[config.mk]
export PLATFORM = sky130hd
export DESIGN_NAME = dpll_mode_ctrl
export DESIGN_NICKNAME = d
export VERILOG_FILES = /design/src/rtl/dpll_mode_pkg.sv /design/src/rtl/dpll_mode_fsm.sv /design/src/rtl/dpll_snap_store.sv /design/src/rtl/dpll_freq_sel.sv /design/src/rtl/dpll_mode_ctrl.sv
export SDC_FILE = /design/constraint.sdc
export NUM_CORES = 1
export LEC_CHECK = 0
export ABC_AREA = 1
export CAP_MARGIN = 20
export CORE_ASPECT_RATIO = 0.5
export CORE_MARGIN = 4
export CORE_UTILIZATION = 25
export CTS_CLUSTER_DIAMETER = 150
export DETAILED_ROUTE_END_ITERATION = 16
export PLACE_DENSITY = 0.54
export SYNTH_ARGS = -nofsm -noshare
export SYNTH_HDL_FRONTEND = slang
export SYNTH_SLANG_ARGS = --single-unit
[constraint.sdc]
create_clock -name clk -period 2.6 [get_ports clk]
set_clock_uncertainty 0.1 [all_clocks]
set_input_delay 0.52 -clock clk [delete_from_list [all_inputs] [get_ports clk]]
set_output_delay 0.52 -clock clk [all_outputs]
set_load 0.005 [all_outputs]
[src/rtl/dpll_mode_pkg.sv]
package dpll_mode_pkg;
   typedef enum logic [1:0] {
      MODE_NORMAL = 2'b00,
      MODE_HOLD   = 2'b01,
      MODE_FREE   = 2'b10
   } dpll_mode_e;
endpackage

[src/rtl/dpll_mode_fsm.sv]
module dpll_mode_fsm
   import dpll_mode_pkg::*;
#(
   parameter bit AUTO_HOLD_EN = 1'b1
) (
   input  logic       clk,
   input  logic       rst,
   input  logic [1:0] mode_sel,
   input  logic       pri_lost,
   input  logic       sec_lost,
   input  logic       freerun_req,
   output dpll_mode_e mode_q,
   output dpll_mode_e mode_d
);
   logic manual_arm;
   logic auto_arm;
   logic hold_call;

   assign manual_arm = (mode_sel == 2'b01);

   generate
      if (AUTO_HOLD_EN) begin : g_auto
         assign auto_arm = (mode_sel == 2'b00);
      end else begin : g_no_auto
         assign auto_arm = 1'b0;
      end
   endgenerate

   assign hold_call = (manual_arm || auto_arm) && pri_lost && sec_lost;

   always_comb begin
      mode_d = mode_q;
      unique case (mode_q)
         MODE_NORMAL: mode_d = hold_call ? MODE_HOLD : MODE_NORMAL;
         MODE_HOLD: begin
            if (freerun_req)     mode_d = MODE_FREE;
            else if (!hold_call) mode_d = MODE_NORMAL;
         end
         MODE_FREE: begin
            if (!freerun_req && !hold_call) mode_d = MODE_NORMAL;
         end
         default: mode_d = MODE_FREE;
      endcase
   end

   always_ff @(posedge clk) begin
      if (rst) mode_q <= MODE_FREE;
      else     mode_q <= mode_d;
   end

   // a freerun request during Holdover ends Holdover at the next edge
   p_hold_to_free_r4: assert property (@(posedge clk) disable iff (rst)
      (mode_q == MODE_HOLD && freerun_req) |=> (mode_q == MODE_FREE));

   // a single lost reference never leads to Holdover
   p_single_loss_r3: assert property (@(posedge clk) disable iff (rst)
      !(pri_lost && sec_lost) |=> (mode_q != MODE_HOLD));

   // the unused encoding is never reached
   p_legal_mode_r5: assert property (@(posedge clk) disable iff (rst)
      mode_q != 2'b11);
endmodule

[src/rtl/dpll_snap_store.sv]
module dpll_snap_store #(
   parameter int FREQ_W    = 32,
   parameter int PERIOD_MS = 32
) (
   input  logic              clk,
   input  logic              rst,
   input  logic              store_en,
   input  logic              tick,
   input  logic [FREQ_W-1:0] live,
   output logic [FREQ_W-1:0] older_word,
   output logic              older_ok
);
   localparam int CNT_W = $clog2(PERIOD_MS);
   localparam logic [CNT_W-1:0] CNT_LAST = CNT_W'(PERIOD_MS - 1);
   localparam int NSLOT = 2;

   logic [CNT_W-1:0]  tick_cnt;
   logic              wr_ptr;
   logic [1:0]        fill_cnt;
   logic              wr_strobe;
   logic [FREQ_W-1:0] slot_word [NSLOT];

   assign wr_strobe = store_en && tick && (tick_cnt == CNT_LAST);

   always_ff @(posedge clk) begin
      if (rst || !store_en) begin
         tick_cnt <= '0;
      end else if (tick) begin
         tick_cnt <= wr_strobe ? '0 : tick_cnt + 1'b1;
      end
   end

   always_ff @(posedge clk) begin
      if (rst) begin
         wr_ptr   <= 1'b0;
         fill_cnt <= 2'd0;
      end else if (wr_strobe) begin
         wr_ptr <= ~wr_ptr;
         if (fill_cnt != 2'd2) fill_cnt <= fill_cnt + 2'd1;
      end
   end

   generate
      for (genvar g = 0; g < NSLOT; g++) begin : g_slot
         always_ff @(posedge clk) begin
            if (rst)                                 slot_word[g] <= '0;
            else if (wr_strobe && (wr_ptr == 1'(g))) slot_word[g] <= live;
         end

         // a slot changes only on its own periodic write
         p_slot_hold_r7: assert property (@(posedge clk) disable iff (rst)
            !(wr_strobe && (wr_ptr == 1'(g))) |=> $stable(slot_word[g]));
      end
   endgenerate

   // the slot to be overwritten next holds the older snapshot
   assign older_word = slot_word[wr_ptr];
   assign older_ok   = (fill_cnt == 2'd2);

   // the period counter stays inside its window
   p_cnt_bound_r7: assert property (@(posedge clk) disable iff (rst)
      tick_cnt <= CNT_LAST);

   // counting is suspended outside locked Normal operation
   p_cnt_clear_r7: assert property (@(posedge clk) disable iff (rst)
      !store_en |=> (tick_cnt == '0));
endmodule

[src/rtl/dpll_freq_sel.sv]
module dpll_freq_sel
   import dpll_mode_pkg::*;
#(
   parameter int                 FREQ_W       = 32,
   parameter logic [FREQ_W-1:0]  NOMINAL_WORD = '0
) (
   input  logic              clk,
   input  logic              rst,
   input  dpll_mode_e        mode_q,
   input  dpll_mode_e        mode_d,
   input  logic [FREQ_W-1:0] live,
   input  logic [FREQ_W-1:0] older_word,
   input  logic              older_ok,
   output logic [FREQ_W-1:0] freq_out
);
   logic [FREQ_W-1:0] freq_d;

   always_comb begin
      freq_d = freq_out;
      unique case (mode_d)
         MODE_NORMAL: freq_d = live;
         MODE_HOLD: begin
            if (mode_q != MODE_HOLD) freq_d = older_ok ? older_word : NOMINAL_WORD;
         end
         default: freq_d = NOMINAL_WORD;
      endcase
   end

   always_ff @(posedge clk) begin
      if (rst) freq_out <= NOMINAL_WORD;
      else     freq_out <= freq_d;
   end

   // the Holdover word is frozen while Holdover continues
   p_hold_frozen_r8: assert property (@(posedge clk) disable iff (rst)
      (mode_q == MODE_HOLD && mode_d == MODE_HOLD) |=> $stable(freq_out));

   // Freerun always drives the ideal word
   p_free_nominal_r10: assert property (@(posedge clk) disable iff (rst)
      (mode_d == MODE_FREE) |=> (freq_out == NOMINAL_WORD));
endmodule

[src/rtl/dpll_mode_ctrl.sv]
module dpll_mode_ctrl
   import dpll_mode_pkg::*;
#(
   parameter int                FREQ_W       = 32,
   parameter int                PERIOD_MS    = 32,
   parameter logic [FREQ_W-1:0] NOMINAL_WORD = FREQ_W'(32'h2000_0000),
   parameter bit                AUTO_HOLD_EN = 1'b1
) (
   input  logic              clk,
   input  logic              rst,
   input  logic [1:0]        mode_sel,
   input  logic              pri_lost,
   input  logic              sec_lost,
   input  logic              freerun_req,
   input  logic              ref_lock,
   input  logic              tick_ms,
   input  logic [FREQ_W-1:0] freq_live,
   output logic [FREQ_W-1:0] freq_out,
   output logic [1:0]        mode_state
);
   generate
      if (FREQ_W < 8) begin : g_bad_width
         $error("FREQ_W must be at least 8");
      end
      if (PERIOD_MS < 2) begin : g_bad_period
         $error("PERIOD_MS must be at least 2");
      end
   endgenerate

   dpll_mode_e        mode_q;
   dpll_mode_e        mode_d;
   logic              store_en;
   logic [FREQ_W-1:0] older_word;
   logic              older_ok;

   dpll_mode_fsm #(.AUTO_HOLD_EN(AUTO_HOLD_EN)) u_fsm (
      .clk(clk), .rst(rst), .mode_sel(mode_sel), .pri_lost(pri_lost),
      .sec_lost(sec_lost), .freerun_req(freerun_req),
      .mode_q(mode_q), .mode_d(mode_d)
   );

   // snapshots only while Normal persists across the edge and the loop is locked
   assign store_en = (mode_q == MODE_NORMAL) && (mode_d == MODE_NORMAL) && ref_lock;

   dpll_snap_store #(.FREQ_W(FREQ_W), .PERIOD_MS(PERIOD_MS)) u_store (
      .clk(clk), .rst(rst), .store_en(store_en), .tick(tick_ms),
      .live(freq_live), .older_word(older_word), .older_ok(older_ok)
   );

   dpll_freq_sel #(.FREQ_W(FREQ_W), .NOMINAL_WORD(NOMINAL_WORD)) u_sel (
      .clk(clk), .rst(rst), .mode_q(mode_q), .mode_d(mode_d),
      .live(freq_live), .older_word(older_word), .older_ok(older_ok),
      .freq_out(freq_out)
   );

   assign mode_state = mode_q;

   // Normal output follows the live word one edge later
   p_normal_track_r6: assert property (@(posedge clk) disable iff (rst)
      (mode_d == MODE_NORMAL) |=> (freq_out == $past(freq_live)));
endmodule

==> results.py <==
metrics = {
    "finish": {
        "final_cell_mix": "nand2_1, nor2_1, clkdlybuf4s50_1",
        "drive_gt1_share_pct": 10.6,
        "syn2layout_area_growth_pct": 28.7,
        "diodes": 0,
        "nNetsFinal": 718,
        "final_common_cell": "nand2_1",
        "final_cells": 943,
    },
    "clock_tree": {
        "clockBufferDepth": 2,
        "clk-insertion-delay-late_ns": 0.34,
        "cts_hold_buf": 0,
        "cts_num_sinks": 107,
        "post_cts_resize_count": 0,
        "cts_tree": "built",
        "path_clk_slew_ns": 0.07,
        "htreeDepth": 3,
        "post_cts_buffers": 0,
        "numCtsBuffers": 9,
        "cts-root-buf": "clkbuf_16",
    },
    "pwr": {
        "p_int_uw": 2910,
        "powerDensity_nw_per_um2": 580,
        "peakVddDrop_uv": 369,
        "seq_power_share_pct": 50.7,
        "p_leak_uw": 0.00257,
        "combPwrFrac_pct": 9.7,
        "clkPwrFrac_pct": 39.6,
        "power.switching_uw": 851,
        "p_sw_share_pct": 22.6,
    },
    "drt": {
        "ant_nets": 0,
        "drc_errors": 0,
        "drtPass1Iterations": 4,
        "drtIter0Drc": 262,
        "routed_wl_microns": 13200,
        "avgViaCountPerCell": 4.32,
        "vias": 4070,
        "wire_per_inst_microns": 14.0,
    },
    "run": {
        "max-cap-violations": 0,
    },
    "die": {
        "die_y_microns": 108,
        "coreArea_sq_um": 19600,
        "initial_core_util_pct": 25.7,
        "die_w_microns": 209,
        "pin_count": 75,
        "rows": 36,
        "die-area_sq_um": 22600,
    },
    "setup_path": {
        "setup.worst_path.end": "u_store.slot_word[0][27]",
        "cp_data_required_time_ns": 2.55,
        "rr_endpoint": "u_store.slot_word[0][27]",
        "crit_type": "register to register",
        "critPathMaxFanout": 25,
        "r2r_slack_ns": 0.39,
        "crit_arrival_ns": 2.15,
        "reg2reg_from": "u_store.tick_cnt[0]",
        "startpoint": "u_store.tick_cnt[0]",
        "worstRegToRegCells": 8,
        "cp-start-kind": "register",
        "critPathCaptureType": "register",
    },
    "min_path": {
        "hold_path.class": "register to register",
    },
    "synth": {
        "synthCells": 599,
        "synth_mux_area_share_pct": 0,
        "async_reset_ff_share_pct": 0,
        "yosysSeqAreaShare_pct": 55.3,
        "synth_edf_count": 64,
        "synthSimpleGateAreaFrac_pct": 28.0,
        "synth_nets": 645,
        "yosysWarnings": 0,
        "ys_ff_latch": 107,
        "netlist-cell-type-count": 27,
        "synth-main-ff-cell": "edfxtp_1",
        "synth_top_family_by_area": "simple AND/OR/NAND/NOR gates",
        "synth-adder-area-share_pct": 1.24,
        "syn-cell-area_sq_um": 5030,
        "synth-compound-area-share_pct": 7.53,
        "synth_xor_area_share_pct": 0.174,
        "syn_area_per_cell_sq_um": 8.40,
    },
    "grt": {
        "grt_pass1_vias": 4058,
        "grtUsageTotal_pct": 11.8,
        "grt_max_degree": 33,
        "antenna_found_initial": 0,
        "gr-total-overflow": 0,
        "grt_pass1_wl_microns": 21400,
    },
    "timing": {
        "max_slew.worst_pin.slew_ns": 0.647,
        "max_freq_ghz": 0.453,
        "slew_headroom_pct": 56.9,
        "period_needed_ns": 2.21,
        "rsz0062_at_grt": "no",
        "setup_tns_ns": 0,
        "final_max_slew_viol_count": 0,
        "hold_viol": 0,
        "setup_violations": 0,
        "finalCritPeriodShare_pct": 84.8,
    },
    "placement": {
        "place_hpwl_microns": 8390,
        "dp_cells": 927,
        "portBuffers": 73,
        "place_congestion": 0.768,
    },
    "outcome": {
        "run_status": "finished clean",
    },
}
[cells by family after synthesis]
family          Yosys count
simple gates            336
flops                   107
buf+inv                  81
compound gates           69
fa+ha+maj                 5
xor+xnor                  1
[layout make-up]
class                      instances  area, sq um
clock buffer                       9          225
clock inverter                     7          101
fill                            1992        13100
inverter                          45          169
multi-input combinational        411         1860
sequential                       107         2780
tap                              266          333
timing repair buffer              98         1010
[cells in the mapped netlist, types with 2 or more instances]
| cell | number | area share [%] |
|---|---|---|
| nand2_1 | 141 | 11 |
| nor2_1 | 134 | 10 |
| edfxtp_1 | 64 | 38 |
| dfxtp_1 | 43 | 17 |
| inv_1 | 43 | 3.2 |
| nand3_1 | 35 | 3.5 |
| o21ai_0 | 34 | 3.4 |
| a21oi_1 | 25 | 2.5 |
| buf_2 | 19 | 1.9 |
| clkbuf_1 | 10 | 0.75 |
| nor2_2 | 10 | 1.2 |
| a21oi_2 | 9 | 1.6 |
| buf_6 | 6 | 1.3 |
| ha_1 | 5 | 1.2 |
| nand4_1 | 4 | 0.50 |
| inv_2 | 2 | 0.15 |
| nand2_2 | 2 | 0.25 |
| nand2_4 | 2 | 0.45 |
| nand3_2 | 2 | 0.40 |
| or2_2 | 2 | 0.25 |
[power by group through the flow]
| stage | sequential, uW | clock [uW] | combinational, uW |
|---|---|---|---|
| after floorplan | 1940 | 0 | 161 |
| after global placement | 1940 | 0 | 368 |
| after detailed placement | 1940 | 0 | 370 |
| after CTS | 1910 | 1520 | 372 |
| after global routing | 1910 | 1590 | 404 |
| final | 1910 | 1490 | 364 |
[layer usage]
metal	routed length [microns]	vias up	GRT usage [%]
li1	-	2064	-
met1	6180	1950	14.8
met2	6420	46	21.0
met3	443	10	2.78
met4	136	0	2.84
met5	0	-	0
[per-stage QoR]
stage                     setup WS, ns  util [%]  cell area [sq um]  total power [uW]  hold slack (ns)
after floorplan                  0.425         -               5030              2100            0.348
after global placement           0.128      31.4               6150              2310            0.360
after detailed placement         0.115      31.4               6150              2310            0.370
after CTS                        0.389      33.1               6480              3800            0.382
after global routing             0.238      33.1               6480              3900            0.394
final                            0.394      33.1               6480              3760            0.381
[critical path: stages (launching register included)]
cell	delay (ns)
dfxtp_1	0.36
ha_1	0.17
and3_1	0.17
ha_1	0.13
nand2_1	0.07
nor2_1	0.31
ha_1	0.23
or2_2	0.14
buf_12	0.20
[worst min-delay path by stage]
stage                              from             endpoint  slack (ns)  cells past startpoint
global placement    u_store.tick_cnt[4]  u_store.tick_cnt[4]        0.36                      2
detailed placement  u_store.tick_cnt[4]  u_store.tick_cnt[4]        0.37                      2
CTS                 u_store.tick_cnt[4]  u_store.tick_cnt[4]        0.38                      2
floorplan           u_store.tick_cnt[4]  u_store.tick_cnt[4]        0.35                      2
global route        u_store.tick_cnt[4]  u_store.tick_cnt[4]        0.39                      2
finish              u_store.tick_cnt[4]  u_store.tick_cnt[4]        0.38                      2
[sequential cells by signal, indices dropped and copies added, names as in the netlist, named ones only]
name,count
u_fsm.mode_q,2
u_store.tick_cnt,5
u_store.fill_cnt,2
u_store.slot_word,64
u_sel.freq_out,32
u_store.wr_ptr,1
Note: power is estimated with default switching activity, not from simulation.
